--- config.mk ---
export PLATFORM = sky130hd
export DESIGN_NAME = mbus_wr_capture
export DESIGN_NICKNAME = d
export VERILOG_FILES = /design/src/rtl/mbus_wr_capture.sv
export SDC_FILE = /design/constraint.sdc
export NUM_CORES = 1
export LEC_CHECK = 0
export ABC_CLOCK_PERIOD_IN_PS = 10000
export BUFFER_PORTS_ARGS = -buffer_cell sky130_fd_sc_hd__buf_4
export CORE_MARGIN = 2
export CORE_UTILIZATION = 58
export DETAILED_ROUTE_END_ITERATION = 7
export GPL_TIMING_DRIVEN = 1
export PLACE_DENSITY = 0.79
export SYNTH_ARGS = -nofsm -noshare
export SYNTH_HDL_FRONTEND = slang
export SYNTH_SLANG_ARGS = --single-unit
--- constraint.sdc ---
create_clock -name clk -period 10 [get_ports clk]
set_input_delay 2.5 -clock clk [delete_from_list [all_inputs] [get_ports clk]]
set_output_delay 2.5 -clock clk [all_outputs]
set_load 0.02 [all_outputs]
--- src/rtl/mbus_wr_capture.sv ---
module mbus_wr_capture #(
  parameter int AW    = 36,
  parameter int DW    = 64,
  parameter int CW    = 9,
  parameter int DEPTH = 4
)(
  input  logic          clk,
  input  logic          rst_n,
  input  logic          bus_vld,
  input  logic [DW-1:0] bus_ad,
  input  logic [CW-1:0] bus_cmd,
  input  logic          bus_cmdp,
  output logic          wr_rdy,
  output logic          err,
  output logic          out_vld,
  input  logic          out_rdy,
  output logic [AW-1:0] out_addr,
  output logic [DW-1:0] out_data
);
  localparam int PW = $clog2(DEPTH);
  localparam int NW = $clog2(DEPTH + 1);
  localparam logic [NW-1:0] FULL_N  = NW'(DEPTH);
  localparam logic [NW-1:0] RDY_LIM = NW'(DEPTH - 1);
  localparam logic [PW-1:0] LAST    = PW'(DEPTH - 1);

  logic          pend_vld;
  logic [AW-1:0] pend_addr;
  logic [AW-1:0] mem_a [DEPTH];
  logic [DW-1:0] mem_d [DEPTH];
  logic [PW-1:0] wp, rp;
  logic [NW-1:0] cnt;

  wire par_ok   = ~^{bus_cmd, bus_cmdp};
  wire is_data  = bus_cmd[CW-1];
  wire is_wr    = bus_cmd[CW-2];
  wire hi_zero  = (bus_ad[DW-1:AW] == '0);
  wire full     = (cnt == FULL_N);
  wire cmd_ok   = bus_vld & par_ok & ~is_data;
  wire data_bt  = bus_vld & par_ok & is_data;
  wire addr_tk  = cmd_ok & is_wr & hi_zero;
  wire push     = data_bt & pend_vld & ~full;
  wire pop      = out_vld & out_rdy;
  wire err_now  = bus_vld & (~par_ok
                           | (~is_data & is_wr & ~hi_zero)
                           | (is_data & (~pend_vld | full)));

  assign out_vld  = (cnt != '0);
  assign wr_rdy   = (cnt < RDY_LIM);
  assign out_addr = mem_a[rp];
  assign out_data = mem_d[rp];

  always_ff @(posedge clk) begin
    if (!rst_n) begin
      pend_vld  <= 1'b0;
      pend_addr <= '0;
      err       <= 1'b0;
      wp        <= '0;
      rp        <= '0;
      cnt       <= '0;
    end else begin
      if (err_now) err <= 1'b1;
      if (addr_tk) begin
        pend_vld  <= 1'b1;
        pend_addr <= bus_ad[AW-1:0];
      end else if (data_bt) begin
        pend_vld  <= 1'b0;
      end
      if (push) wp <= (wp == LAST) ? '0 : wp + 1'b1;
      if (pop)  rp <= (rp == LAST) ? '0 : rp + 1'b1;
      cnt <= cnt + NW'(push) - NW'(pop);
    end
  end

  always_ff @(posedge clk) begin
    if (push) begin
      mem_a[wp] <= pend_addr;
      mem_d[wp] <= bus_ad;
    end
  end
endmodule

==> results.json <==
{
  "status": "finished clean",
  "synth_ff_type": "edfxtp_1",
  "post_cts_buffers": 0,
  "leakage_nw": 6.197,
  "ys_types": 28,
  "cp.arrival_ns": 6.78,
  "cts.repair.resized": 0,
  "clk_pin_slew_ns": 0.06,
  "fp-row-count": 61,
  "io_pins": 181,
  "antenna_cells": 0,
  "cts_tree": "built",
  "cp-start-kind": "primary input",
  "ys_warn_count": 0,
  "sw_frac_of_total_pct": 24.33,
  "worstPathRequired_ns": 10.15,
  "fmax_ghz": 0.1508,
  "period_share_pct": 66.30,
  "grt_max_degree": 89,
  "root_buffer": "clkbuf_16",
  "synth_most_common_cell": "edfxtp_1",
  "pwr-share-seq_pct": 46.5,
  "tightest_slew_ns": 1.114,
  "wirelength_um": 34620,
  "cts_hold_buf": 0,
  "drc": 0,
  "antenna_found_initial": 0,
  "final_antenna_net_count": 0,
  "ir_drop_mv": 0.1479,
  "slew_viol_final": 0,
  "switchingPower_mw": 1.083,
  "final_nets": 1055,
  "yosys-top-cells-count": "edfxtp_1, mux4_2, dfxtp_1",
  "die_w_um": 173.2,
  "initial_core_util_pct": 59.24,
  "finalSetupViolCount": 0,
  "slew_headroom_pct": 25.58,
  "async_flop_share_pct": 0,
  "drt_iter0_markers": 960,
  "fin_cells": 1379,
  "cp-end-kind": "flip-flop",
  "dp_cells": 1301,
  "fillers": 1645,
  "syn_avg_cell_area_um2": 21.28,
  "clock_latency_ns": 0.54,
  "grt-ovfl-total": 0,
  "num_vias": 8516,
  "dr.pass1.iters": 5,
  "critPathMaxFanout": 45,
  "finish.utilization_pct": 71.08,
  "fp.dieH_um": 173.2,
  "clock_skew_ns": 0.01995,
  "htreeDepth": 2,
  "gp_congestion": 0.7365,
  "via_per_inst": 6.175,
  "grt_pass1_vias": 8787,
  "design_area_um2": 19910,
  "synth_edf_count": 400,
  "clockBufferDepth": 3,
  "wl_per_cell_um": 25.10,
  "finalHoldViolCount": 0,
  "core_area_um2": 28010,
  "rsz0062_at_grt": "false",
  "critPathKind": "primary input to flip-flop",
  "hold_class": "flip-flop to flip-flop",
  "syn_inst": 780,
  "ys_top_cells_by_area": "edfxtp_1, mux4_2, dfxtp_1",
  "yosysTopAreaCellShare_pct": 72.38,
  "dieArea_um2": 29980,
  "hpwl_um": 19460,
  "drive_above_1_share_pct": 37.26,
  "cap_violations": 0,
  "p_comb_share_pct": 15.7,
  "ys_ff_latch": 447,
  "min_period_ns": 6.630,
  "place_area_um2": 18420,
  "cts_buffers": 42,
  "power.internal_mw": 3.369,
  "grt_use_total_pct": 23.38,
  "ys_seq_area_share_pct": 78.05,
  "netlist_area_um2": 16590,
  "power-per-cell-area_nw_per_um2": 223.6,
  "yosys.area.top_type": "edfxtp_1",
  "clkSinkCount": 447,
  "io_buffers": 180,
  "finalSetupTns_ns": 0,
  "area_delta_synth_final_pct": 19.97,
  "grt_pass1_wl_um": 52900,
  "syn-num-nets": 868,
  "clockPowerShare_pct": 37.8
}
logic make-up after synthesis:
group | count (synthesis) | synth area share [%]
fa+ha+maj | 10 | 0.7992
xor+xnor | 9 | 0.5580
buf+inv | 64 | 1.508
simple gates | 67 | 2.352
mux | 102 | 13.69
compound gates | 81 | 3.039
flops | 447 | 78.05
state kept, by name, indices dropped and copies added (netlist names), named ones only:
name / cells
mem_d: 256
wp: 2
mem_a: 144
cnt: 3
pend_vld: 1
pend_addr: 36
rp: 2
err: 1
worst paths after layout:
check,depth (start not counted),start,to,slack [ns]
max,11,bus_cmd[8],mem_d[1][53],3.37
min reg2reg,2,rp[1],flip-flop,0.48
max reg2reg,5,cnt[1],mem_d[1][53],6.66
min,2,rp[1],flip-flop,0.48
stage by stage:
stage                     setup slack (ns)  hold WS (ns)  total power [mW]
after floorplan                      1.095        0.4486             2.542
final                                3.370        0.4812             4.452
after CTS                            3.346        0.4814             4.485
after global placement               2.876        0.4570             2.809
after global routing                 3.137        0.5103             4.592
after detailed placement             2.814        0.4726             2.813
worst max-delay path: stages:
cell	delay (ns)
buf_4	0.13
inv_1	0.12
ha_1	0.26
xnor2_1	0.20
xnor3_1	0.47
xor2_4	0.21
buf_4	0.31
or4_1	0.80
nor2_4	0.43
buf_4	0.64
buf_4	0.66
cell usage in the layout, fill, tap and decap left out, types with 7 or more instances in the layout:
cell type / count
edfxtp_1: 400
buf_4: 190
mux4_2: 100
clkbuf_16: 45
dfxtp_1: 45
a21oi_1: 41
o31ai_1: 38
nand4_1: 37
inv_1: 14
clkinv_2: 10
ha_1: 9
nor4_1: 7
bufinv_16: 7
clkinv_1: 7
power groups by stage:
stage	combinational, mW	clock (mW)	sequential [mW]
after CTS	0.704	1.71	2.07
after detailed placement	0.699	0	2.11
after global routing	0.736	1.78	2.08
after global placement	0.694	0	2.11
final	0.697	1.68	2.07
after floorplan	0.466	0	2.08
layout make-up:
cell class,instances,area [um2],share of cell area (%)
multi-input cells,269,3462,17.39
well taps,378,473.0,2.376
inverters,15,56.30,0.2828
clock inverters,28,316.6,1.590
repair buffers,192,1466,7.366
clock buffers,50,1175,5.901
flip-flops and latches,447,12960,65.10
routing by layer:
metal	wire (um)	GRT usage [%]	up-vias	share of wire, %
met5	0	0	-	0
met4	682	6.003	0	2.0
met3	3297	5.981	48	9.5
met2	16910	36.93	441	49
met1	13730	33.27	4375	40
li1	-	-	3652	-
Power figures use the tool's default switching activity.
